<file path="config.mk">
export PLATFORM = sky130hd
export DESIGN_NAME = region_attr_matcher
export DESIGN_NICKNAME = d
export VERILOG_FILES = /design/src/rtl/region_attr_pkg.sv /design/src/rtl/region_cfg_file.sv /design/src/rtl/region_addr_cmp.sv /design/src/rtl/region_prio_select.sv /design/src/rtl/region_attr_matcher.sv
export SDC_FILE = /design/constraint.sdc
export NUM_CORES = 1
export LEC_CHECK = 0
export BUFFER_PORTS_ARGS = -buffer_cell sky130_fd_sc_hd__buf_2
export CORE_MARGIN = 3
export CORE_UTILIZATION = 33
export CTS_CLUSTER_SIZE = 16
export DETAILED_ROUTE_END_ITERATION = 16
export GPL_TIMING_DRIVEN = 0
export PLACE_DENSITY = 0.6
export SLEW_MARGIN = 10
export SYNTH_ARGS = -nofsm -noshare
export SYNTH_HDL_FRONTEND = slang
export SYNTH_SLANG_ARGS = --single-unit
</file>
<file path="constraint.sdc">
create_clock -name clk -period 2.4 [get_ports clk]
set_input_delay 0.24 -clock clk [delete_from_list [all_inputs] [get_ports clk]]
set_output_delay 0.24 -clock clk [all_outputs]
set_load 0.01 [all_outputs]
</file>
<file path="src/rtl/region_attr_pkg.sv">
package region_attr_pkg;

  localparam int unsigned WORD_W  = 32;
  localparam int unsigned BASE_LO = 24;
  localparam int unsigned MASK_LO = 16;
  localparam int unsigned PRIV_LO = 13;
  localparam int unsigned FINE_BIT = 10;
  localparam int unsigned CM_LO   = 5;
  localparam int unsigned SP_BIT  = 3;
  localparam int unsigned WP_BIT  = 2;

  typedef struct packed {
    logic [7:0] base;
    logic [7:0] mask;
    logic [1:0] priv;
    logic       fine;
    logic [1:0] cmode;
    logic       sprot;
    logic       wprot;
  } region_cfg_t;

  function automatic logic [WORD_W-1:0] cfg_to_word(region_cfg_t c);
    logic [WORD_W-1:0] w;
    w = '0;
    w[BASE_LO +: 8] = c.base;
    w[MASK_LO +: 8] = c.mask;
    w[PRIV_LO +: 2] = c.priv;
    w[FINE_BIT]     = c.fine;
    w[CM_LO +: 2]   = c.cmode;
    w[SP_BIT]       = c.sprot;
    w[WP_BIT]       = c.wprot;
    return w;
  endfunction

  function automatic region_cfg_t word_to_cfg(logic [WORD_W-1:0] w);
    region_cfg_t c;
    c.base  = w[BASE_LO +: 8];
    c.mask  = w[MASK_LO +: 8];
    c.priv  = w[PRIV_LO +: 2];
    c.fine  = w[FINE_BIT];
    c.cmode = w[CM_LO +: 2];
    c.sprot = w[SP_BIT];
    c.wprot = w[WP_BIT];
    return c;
  endfunction

endpackage

</file>
<file path="src/rtl/region_cfg_file.sv">
module region_cfg_file
  import region_attr_pkg::*;
#(
  parameter int unsigned NUM_REGIONS = 4,
  parameter int unsigned WP_REGIONS  = 2,
  localparam int unsigned SEL_W      = $clog2(NUM_REGIONS)
) (
  input  logic              clk,
  input  logic              rst_n,
  input  logic              we_i,
  input  logic [SEL_W-1:0]  sel_i,
  input  logic [WORD_W-1:0] wdata_i,
  output logic [WORD_W-1:0] rdata_o,
  output region_cfg_t       cfg_o [NUM_REGIONS]
);

  for (genvar g = 0; g < NUM_REGIONS; g++) begin : g_reg
    localparam bit HAS_WP = (g < WP_REGIONS);
    region_cfg_t q;
    region_cfg_t d;
    logic        en;

    always_comb begin
      en      = we_i && (sel_i == SEL_W'(g));
      d       = word_to_cfg(wdata_i);
      d.wprot = HAS_WP ? d.wprot : 1'b0;
    end

    always_ff @(posedge clk or negedge rst_n) begin
      if (!rst_n) begin
        q <= '0;
      end else if (en) begin
        q <= d;
      end
    end

    assign cfg_o[g] = q;
  end

  always_comb begin
    rdata_o = '0;
    for (int i = 0; i < NUM_REGIONS; i++) begin
      if (sel_i == SEL_W'(i)) rdata_o = cfg_to_word(cfg_o[i]);
    end
  end

endmodule

</file>
<file path="src/rtl/region_addr_cmp.sv">
module region_addr_cmp
  import region_attr_pkg::*;
(
  input  region_cfg_t       cfg_i,
  input  logic [WORD_W-1:0] addr_i,
  input  logic              super_i,
  output logic              hit_o
);

  logic [7:0] care_top;
  logic [3:0] care_mid;
  logic       top_ok;
  logic       mid_ok;
  logic       priv_ok;

  always_comb begin
    if (cfg_i.fine) begin
      care_top = '1;
      care_mid = ~cfg_i.mask[3:0];
    end else begin
      care_top = ~cfg_i.mask;
      care_mid = '0;
    end
    top_ok  = ((addr_i[31:24] ^ cfg_i.base) & care_top) == 8'h00;
    mid_ok  = ((addr_i[23:20] ^ cfg_i.mask[7:4]) & care_mid) == 4'h0;
    priv_ok = cfg_i.priv[1] | (cfg_i.priv[0] == super_i);
    hit_o   = top_ok & mid_ok & priv_ok;
  end

endmodule

</file>
<file path="src/rtl/region_prio_select.sv">
module region_prio_select
  import region_attr_pkg::*;
#(
  parameter int unsigned NUM_REGIONS = 4
) (
  input  logic [NUM_REGIONS-1:0] hit_vec_i,
  input  region_cfg_t            cfg_i [NUM_REGIONS],
  input  logic                   super_i,
  input  logic                   write_i,
  input  logic [1:0]             dflt_cmode_i,
  output logic                   any_hit_o,
  output logic [1:0]             cmode_o,
  output logic                   err_o
);

  always_comb begin
    any_hit_o = 1'b0;
    cmode_o   = dflt_cmode_i;
    err_o     = 1'b0;
    for (int i = NUM_REGIONS - 1; i >= 0; i--) begin
      if (hit_vec_i[i]) begin
        any_hit_o = 1'b1;
        cmode_o   = cfg_i[i].cmode;
        err_o     = (cfg_i[i].sprot & ~super_i) | (cfg_i[i].wprot & write_i);
      end
    end
  end

endmodule

</file>
<file path="src/rtl/region_attr_matcher.sv">
module region_attr_matcher
  import region_attr_pkg::*;
#(
  parameter int unsigned NUM_REGIONS = 4,
  parameter int unsigned WP_REGIONS  = 2,
  localparam int unsigned SEL_W      = $clog2(NUM_REGIONS)
) (
  input  logic              clk,
  input  logic              rst_n,
  input  logic              cfg_we,
  input  logic [SEL_W-1:0]  cfg_sel,
  input  logic [WORD_W-1:0] cfg_wdata,
  output logic [WORD_W-1:0] cfg_rdata,
  input  logic [WORD_W-1:0] acc_addr,
  input  logic              acc_super,
  input  logic              acc_write,
  input  logic [1:0]        dflt_cmode,
  output logic              hit,
  output logic [1:0]        cmode,
  output logic              acc_err
);

  region_cfg_t            cfg [NUM_REGIONS];
  logic [NUM_REGIONS-1:0] hit_vec;
  logic                   hit_d;
  logic [1:0]             cmode_d;
  logic                   err_d;

  region_cfg_file #(
    .NUM_REGIONS(NUM_REGIONS),
    .WP_REGIONS (WP_REGIONS)
  ) u_file (
    .clk    (clk),
    .rst_n  (rst_n),
    .we_i   (cfg_we),
    .sel_i  (cfg_sel),
    .wdata_i(cfg_wdata),
    .rdata_o(cfg_rdata),
    .cfg_o  (cfg)
  );

  for (genvar g = 0; g < NUM_REGIONS; g++) begin : g_cmp
    region_addr_cmp u_cmp (
      .cfg_i  (cfg[g]),
      .addr_i (acc_addr),
      .super_i(acc_super),
      .hit_o  (hit_vec[g])
    );
  end

  region_prio_select #(
    .NUM_REGIONS(NUM_REGIONS)
  ) u_sel (
    .hit_vec_i   (hit_vec),
    .cfg_i       (cfg),
    .super_i     (acc_super),
    .write_i     (acc_write),
    .dflt_cmode_i(dflt_cmode),
    .any_hit_o   (hit_d),
    .cmode_o     (cmode_d),
    .err_o       (err_d)
  );

  always_ff @(posedge clk or negedge rst_n) begin
    if (!rst_n) begin
      hit     <= 1'b0;
      cmode   <= 2'b00;
      acc_err <= 1'b0;
    end else begin
      hit     <= hit_d;
      cmode   <= cmode_d;
      acc_err <= err_d;
    end
  end

endmodule

</file>
==> After elaboration in Yosys (flattened, before gate mapping) <==
Index checks and enable logic that the tools add are counted.
{ "op_classes": {"div_mod_pow": 0, "n_lt_le_gt_ge": 0, "reduce_logical": 13, "n_addsub": 0, "mux": 24, "shift": 0, "n_eq_ne": 7, "multipliers": 0, "n_bitwise": 45} }
{ "ops": {"columns": ["op", "count"], "rows": [
  ["$mux 32", 4],
  ["$and 8x8->8", 4],
  ["$logic_not 8->1", 4],
  ["$mux 8", 4],
  ["$not 8->8", 4],
  ["$xor 8x8->8", 4],
  ["$and 4x4->4", 4],
  ["$logic_not 4->1", 4],
  ["$mux 4", 4],
  ["$not 4->4", 4],
  ["$xor 4x4->4", 4],
  ["$and 1x1->1", 14],
  ["$mux 1", 8],
  ["$mux 2", 4],
  ["$or 1x1->1", 6],
  ["$eq 1x1->1", 4],
  ["$eq 2x2->1 const B", 2],
  ["$logic_and 1x1->1", 4],
  ["$eq 2x1->1 const B", 1],
  ["$logic_not 2->1", 1],
  ["$not 1->1", 1]
]} }
{ "word_totals": {"ram_bits": 0, "wordCells": 118, "n_memories": 0, "input_bits": 73, "latch_bits": 0, "reg_bits": 94, "out_inout_bits": 36, "romBits": 0} }

==> Logic depth before layout (Yosys ltp) <==
Gate-level depths: netlist (run 1).
{ "logic_depth": {"depth_word": 10, "mapped_depth": 7, "ltp_nobuf": 6} }

==> Modules after synthesis <==
Synthesis (run 1) repeated with hierarchy kept, for this count alone.
{ "unflattened": {"cells_unflattened": 375, "area_unflattened_um2": 5118.7} }
{ "modules_own_cells": {"columns": ["mod", "n_inst", "cells_each", "seq_area_each_um2", "area_per_inst_um2"], "rows": [
  ["region_cfg_file", 1, 234, 2252.2, 4006.3],
  ["region_addr_cmp", 4, 28, 0.0, 212.7],
  ["region_prio_select", 1, 25, 0.0, 161.4],
  ["region_attr_matcher", 1, 4, 100.1, 100.1]
]} }

==> Worst setup path before layout (run 1) <==
No wires, ideal clock.
{ "synth_timing": {"path_kind": "register to register", "start": "register u_file.g_reg[2].q (netlist bit u_file.cfg_o[45])", "end": "register cmode[0]", "path_stages_with_launch": 7, "arrival_ps": 1757, "required_ps": 2269, "synth_period_minus_slack_ps": 1888, "path_slack_ps": 512, "n_path_buf": 0, "setup_ps": 131, "path_cell_list": "dfrtp_1 > xnor2_4 > o22ai_1 > or4_4 > or4_1 > o31ai_1 > o211ai_1"} }
{ "synth_via": {"elab_chain_len": 8} }
{ "synth_rtl": {"columns": ["item", "line", "rtl"], "rows": [
  ["start: declaration", "region_cfg_file.sv:19", "region_cfg_t q;"],
  ["start signal: assignment", "region_cfg_file.sv:31", "q <= '0;"],
  ["start signal: assignment", "region_cfg_file.sv:33", "q <= d;"],
  ["$xor 8x8->8", "region_addr_cmp.sv:24", "top_ok = ((addr_i[31:24] ^ cfg_i.base) & care_top) == 8'h00;"],
  ["$and 8x8->8", "region_addr_cmp.sv:24", null],
  ["$logic_not 8->1", "region_addr_cmp.sv:24", null],
  ["$and 1x1->1 (2 in series)", "region_addr_cmp.sv:27", "hit_o = top_ok & mid_ok & priv_ok;"],
  ["$mux 2 (3 in series)", "region_prio_select.sv:21", "if (hit_vec_i[i]) begin"],
  ["named net cmode_d[0]", "region_attr_matcher.sv:26", "logic [1:0] cmode_d;"],
  ["end signal: assignment", "region_attr_matcher.sv:71", "cmode <= cmode_d;"],
  ["end: declaration", "region_attr_matcher.sv:19", "output logic [1:0] cmode,"]
]} }
The timed path passes the listed nets, and every way through them passes these cells.
A chain may end at the register's enable or synchronous reset.

==> Final worst setup path (run 1) <==
{ "layout_timing": {"start": "register u_file.g_reg[3].q (netlist bit u_file.cfg_o[20])", "end": "register cmode[1]"} }
{ "layout_via": {"elab_chain_len": 9} }
{ "layout_rtl": {"columns": ["item", "line"], "rows": [
  ["start: declaration", "region_cfg_file.sv:19"],
  ["start signal: assignment", "region_cfg_file.sv:31"],
  ["start signal: assignment", "region_cfg_file.sv:33"],
  ["$xor 8x8->8", "region_addr_cmp.sv:24"],
  ["$and 8x8->8", "region_addr_cmp.sv:24"],
  ["$logic_not 8->1", "region_addr_cmp.sv:24"],
  ["$and 1x1->1 (2 in series)", "region_addr_cmp.sv:27"],
  ["$mux 2 (4 in series)", "region_prio_select.sv:21"],
  ["named net cmode_d[1]", "region_attr_matcher.sv:26"]
]} }
The timed path passes the listed nets, and every way through them passes these cells.

==> impl_metrics.yaml, run 1 <==
cells_and_area:
  areaGrowthSynthToFinish_pct: 16.91
  drive_above_1_share: 0.4227
  num_antenna_cells: 0
  fin_nets: 554
  fillers: 1490
grt:
  grt_max_degree: 63
  grt_pass1_wl_mm: 22.90
  antenna_found_initial: 0
  grt-ovfl-total: 0
  track_usage: 0.1761
  grt_pass1_vias: 3886
yosys:
  synth_area_um2: 5225
  synthTopCellsByCount: "dfrtp_1 (94), mux2_2 (88), xnor2_1 (51), mux4_2 (22), o22ai_1 (17)"
  asyncSetResetFlopFracSynth: 1.000
  synth_cell_types: 40
  yosysMostFrequentCell: "dfrtp_1"
  synth_edf_count: 0
  avgSynthCellArea_um2: 12.90
  yosysSeqAreaShare: 0.4502
  yosys_warnings: 0
  synth_area_leaders: "dfrtp_1 (45%), mux2_2 (19%), mux4_2 (9.5%)"
  synthCells: 405
  synthFlopType: "dfrtp_1"
  yosys.area.top_type_share: 0.4502
  synth_seq_cells: 94
  synth_top_area_cell: "dfrtp_1"
route:
  drt_wl_total_mm: 14.80
  drc: 0
  vias: 3577
  viasPerCell: 5.139
  dr.pass1.iters: 4
  drt_iter0_markers: 151
  wire_per_inst_um: 21.27
  drtAntennaViolNets: 0
clock_network:
  cts_buffers: 9
  htree_levels: 3
  cts.sinks: 94
  cts_root_buffer: "clkbuf_16"
  clockBufferDepth: 2
  clkLatencyLatePin_ns: 0.35
  clk_pin_slew_ns: 0.06
  cts_tree: "done"
power_and_ir_drop:
  power_leakage_nw: 2.493
  power_mw: 4.975
  power.density_nw_per_um2: 814.4
  ir_drop_uv: 398.9
floorplanning:
  coreArea_um2: 15370
  die_w_um: 131.8
  die-area_um2: 17380
  num_rows: 45
  fp.dieH_um: 131.8
  io_pins: 109
  initial_utilization: 0.3399
worst_hold_path:
  hp-class: "in -> reg"
sta:
  rsz0062_at_grt: "false"
  slew_viol_final: 0
  clock_skew_ns: 0.005561
  post-route-period-util: 0.9415
  max_slew_margin: 0.4016
  hold_viol: 0
  period_minus_slack_ns: 2.259
  fmax_mhz: 442.6
  worst_slew_pin_slew_ns: 0.8976
  setup_viol: 0
  setup-tns-final_ns: 0
setup_path:
  crit_chain: "xnor2_1, o22ai_1, or4_4, o31a_1, o31ai_1, o211ai_1"
  path_buf_inv: 0
  crit_arrival_ns: 2.47
  setup.worst_path.class: "reg -> reg"
  crit_family: "compound AO/OA/AOI/OAI gates"
  cp_slowest_stage_delay_ns: 0.52
  critPathSlowestCell: "or4_4"
  worstPathRequired_ns: 2.61
  start_kind: "flip-flop"
  path_max_fanout: 3
  worst_setup_path_end_kind: "flip-flop"
placed_design:
  place_congestion: 0.8574
  hpwl_mm: 11.40
  numPortBuffers: 55
run:
  drv_cap: 0
run_status:
  outcome: "complete, no violations"
## power by group
| group | switching, mW | internal (mW) | total [mW] |
|---|---|---|---|
| clock network | 0.576 | 0.753 | 1.33 |
| logic | 0.677 | 0.752 | 1.43 |
| registers | 0.332 | 1.89 | 2.22 |
## what timing repair did
action / CTS / global route
resized for setup: 0 / 1
endpoints found under the setup margin: 0 / 1
hold buffers: 1 / 0
setup buffers: 0 / 0
hold endpoints to repair: 32 / 0
## state kept, by name (all words and copies together), names as in the netlist
register	flops
cmode	2
acc_err	1
u_file.cfg_o	90
hit	1
## cells in the final DEF (no fill, tap or decap), types with 9 or more instances in the layout
cell,count
a21oi_1,13
o22ai_1,17
dfrtp_1,94
mux4_2,22
clkbuf_16,9
xnor2_1,51
conb_1,9
clkbuf_1,16
buf_4,10
nor2b_1,10
mux2_2,88
buf_2,60
## path summary, 6_finish.rpt
path                       slack, ns          endpoint             start  cells past startpoint
min reg2reg                     0.54  u_file.cfg_o[29]  u_file.cfg_o[29]                      1
max                             0.14          cmode[1]  u_file.cfg_o[20]                      6
max reg2reg                     0.14          cmode[1]  u_file.cfg_o[20]                      6
min in group asynchronous       0.39  u_file.cfg_o[58]             rst_n                      2
min                             0.14  u_file.cfg_o[69]      cfg_wdata[2]                      2
max in group asynchronous       1.34  u_file.cfg_o[26]             rst_n                      3
## per-layer routing
layer | GRT usage | share of wire | vias to the layer above
li1 | - | - | 1625
met1 | 0.2346 | 0.45 | 1824
met2 | 0.2831 | 0.47 | 107
met3 | 0.03893 | 0.054 | 21
met4 | 0.06534 | 0.022 | 0
met5 | 0 | 0 | -
## through the flow
| stage | area, µm² | setup slack, ns | instances | hold slack [ns] | utilization |
|---|---|---|---|---|---|
| after floorplan | 5255 | 0.5123 | 413 | -0.05559 | - |
| after detailed placement | 5824 | 0.05969 | 680 | 0.2196 | 0.3789 |
| after global placement | 5794 | 0.04891 | 679 | 0.4872 | 0.3770 |
| after global routing | 6108 | 0.01479 | 696 | 0.1349 | 0.3974 |
| after CTS | 6103 | 0.1024 | 696 | 0.1266 | 0.3971 |
| final | 6108 | 0.1405 | 696 | 0.1393 | 0.3974 |
## cell families (layout without fill, tap and decap cells)
family / after synthesis / count (layout) / synth area share
AOI/OAI and AO/OA: 51 / 51 / 0.06298
xor gates and xnor gates: 52 / 52 / 0.09076
buffers and inverters: 41 / 113 / 0.04190
DFF: 94 / 94 / 0.4502
muxes: 112 / 112 / 0.2883
other: 1 / 9 / 0.0007177
and+or+nand+nor: 54 / 54 / 0.06513
## worst register-to-register path: stages (launching register included)
cell and delay, ns:
dfrtp_1 0.40, xnor2_1 0.29, o22ai_1 0.18, or4_4 0.52
o31a_1 0.30, o31ai_1 0.31, o211ai_1 0.13
## area by class of cell
class                      instances  area, µm²  area share
tap                              211      264.0     0.04322
timing repair buffer              57      315.3     0.05162
clock buffer                      14      264.0     0.04322
clock inverter                     1      5.005   0.0008193
sequential                        94       2352      0.3851
inverter                           5      18.77    0.003073
multi-input combinational        278       2689      0.4402
buffer                            36      200.2     0.03277
(Power assumes the default switching activity.)
==> run 2: changes to the inputs <==
--- a/config.mk
+++ b/config.mk
@@ -6,6 +6,7 @@
 export NUM_CORES = 1
 export LEC_CHECK = 0
 export BUFFER_PORTS_ARGS = -buffer_cell sky130_fd_sc_hd__buf_2
+export CORE_ASPECT_RATIO = 1.25
 export CORE_MARGIN = 3
 export CORE_UTILIZATION = 33
 export CTS_CLUSTER_SIZE = 16
==> run 2 against run 1 <==
Effect of this change: non-clock buffer count is the same; largest power group unchanged; final area is essentially flat; final cell count shrank 0.29%; clock power is essentially flat; critical path type unchanged.
==> impl_metrics.yaml, run 2 (synthesis gave the netlist of run 1 again) <==
run_status:
  outcome: "complete, no violations"
floorplanning:
  io_pins: 109
  coreArea_um2: 15260
  fp.dieH_um: 146.7
  num_rows: 50
  die_w_um: 118.5
  die-area_um2: 17390
  initial_utilization: 0.3423
route:
  wire_per_inst_um: 21.29
  vias: 3595
  drt_wl_total_mm: 14.78
  viasPerCell: 5.180
  drt_iter0_markers: 171
  drc: 0
  drtAntennaViolNets: 0
  dr.pass1.iters: 4
power_and_ir_drop:
  power_leakage_nw: 2.492
  power_mw: 4.960
  ir_drop_uv: 357.7
  power.density_nw_per_um2: 812.5
sta:
  clock_skew_ns: 0.006728
  worst_slew_pin_slew_ns: 0.9247
  period_minus_slack_ns: 2.219
  whs_ns: 0.1403
  post-route-period-util: 0.9247
  slew_viol_final: 0
  fmax_mhz: 450.6
  rsz0062_at_grt: "false"
  setup_viol: 0
  max_slew_margin: 0.3835
  setup-tns-final_ns: 0
  postLayoutSetupSlackWorst_ns: 0.1808
  hold_viol: 0
placed_design:
  placed_area_um2: 5821
  pre_cts_slack_ns: 0.07271
  numPortBuffers: 55
  hpwl_mm: 11.50
  place_congestion: 0.8862
clock_network:
  cts_root_buffer: "clkbuf_16"
  clk_pin_slew_ns: 0.06
  htree_levels: 3
  clkLatencyLatePin_ns: 0.35
  cts.sinks: 94
  clockBufferDepth: 2
  cts_buffers: 9
  cts_tree: "done"
setup_path:
  worst_setup_path_end_kind: "flip-flop"
  path_max_fanout: 8
  worstPathRequired_ns: 2.62
  setup.worst_path.class: "reg -> reg"
  start_kind: "flip-flop"
  crit_arrival_ns: 2.44
  reg2reg_slack_ns: 0.18
grt:
  grt-ovfl-total: 0
  antenna_found_initial: 0
  track_usage: 0.1741
  grt_pass1_wl_mm: 22.98
  grt_max_degree: 57
  grt_pass1_vias: 3839
run:
  drv_cap: 0
cells_and_area:
  fin_nets: 554
  largest_reg_flops: 90
  fillers: 1517
  final_cell_mix: "dfrtp_1 (94), mux2_2 (88), buf_2 (60)"
  final_area_um2: 6105
  areaGrowthSynthToFinish_pct: 16.83
  multiInputGateArea_um2: 2689
  drive_above_1_share: 0.4259
  seq_area_um2: 2352
  final_common_cell: "dfrtp_1"
  num_antenna_cells: 0
worst_hold_path:
  hp-class: "in -> reg"
## run 2: changes by cell type in the layout (fill, tap and decap cells not counted)
cell / delta
clkinvlp_4: +1
clkinv_2: +2
clkbuf_8: -1
clkbuf_1: -1
## run 2: through the flow
step	utilization	instances
after floorplan	-	413
after global routing	0.3999	694
final	0.3999	694
after global placement	0.3793	676
after CTS	0.3996	694
after detailed placement	0.3813	677
## run 2: metal layers
| metal | wire (µm) | GRT usage |
|---|---|---|
| met5 | 0 | 0 |
| met4 | 415 | 0.06725 |
| met3 | 490 | 0.02480 |
| met2 | 7773 | 0.3058 |
| met1 | 6097 | 0.2159 |
## run 2: path summary, 6_finish.rpt
| path | to | cells after the start | from |
|---|---|---|---|
| max | acc_err | 6 | u_file.cfg_o[4] |
| min | u_file.cfg_o[69] | 2 | cfg_wdata[2] |
| min reg2reg | u_file.cfg_o[69] | 1 | u_file.cfg_o[69] |
| min in group asynchronous | u_file.cfg_o[89] | 2 | rst_n |
| max in group asynchronous | u_file.cfg_o[72] | 3 | rst_n |
| max reg2reg | acc_err | 6 | u_file.cfg_o[4] |
## run 2: layout make-up
class | instances | share of cell area
plain buffers | 36 | 0.03279
flip-flops and latches | 94 | 0.3853
repair buffers | 57 | 0.05165
multi-input cells | 278 | 0.4405
inverters | 5 | 0.003074
well taps | 208 | 0.04263
clock inverters | 4 | 0.003689
clock buffers | 12 | 0.04038
## run 2: timing repair
item                       in CTS  in global routing
resized for setup               0                  1
hold endpoints to repair       38                  0
hold buffers                    1                  0
setup buffers                   0                  0
setup endpoints to repair       0                  1
## run 2: report_power, final
part	leakage, nW	switching (mW)	internal [mW]
Clock	0.132	0.589	0.726
Sequential	1.12	0.332	1.88
Combinational	1.24	0.677	0.752
## run 2: worst max-delay path: stages, from the launching register on
cell and delay, ns:
dfrtp_1 0.48, inv_1 0.21, a21oi_1 0.14, or4_4 0.56, nor3_2 0.22, a311oi_1 0.13
o41ai_2 0.36
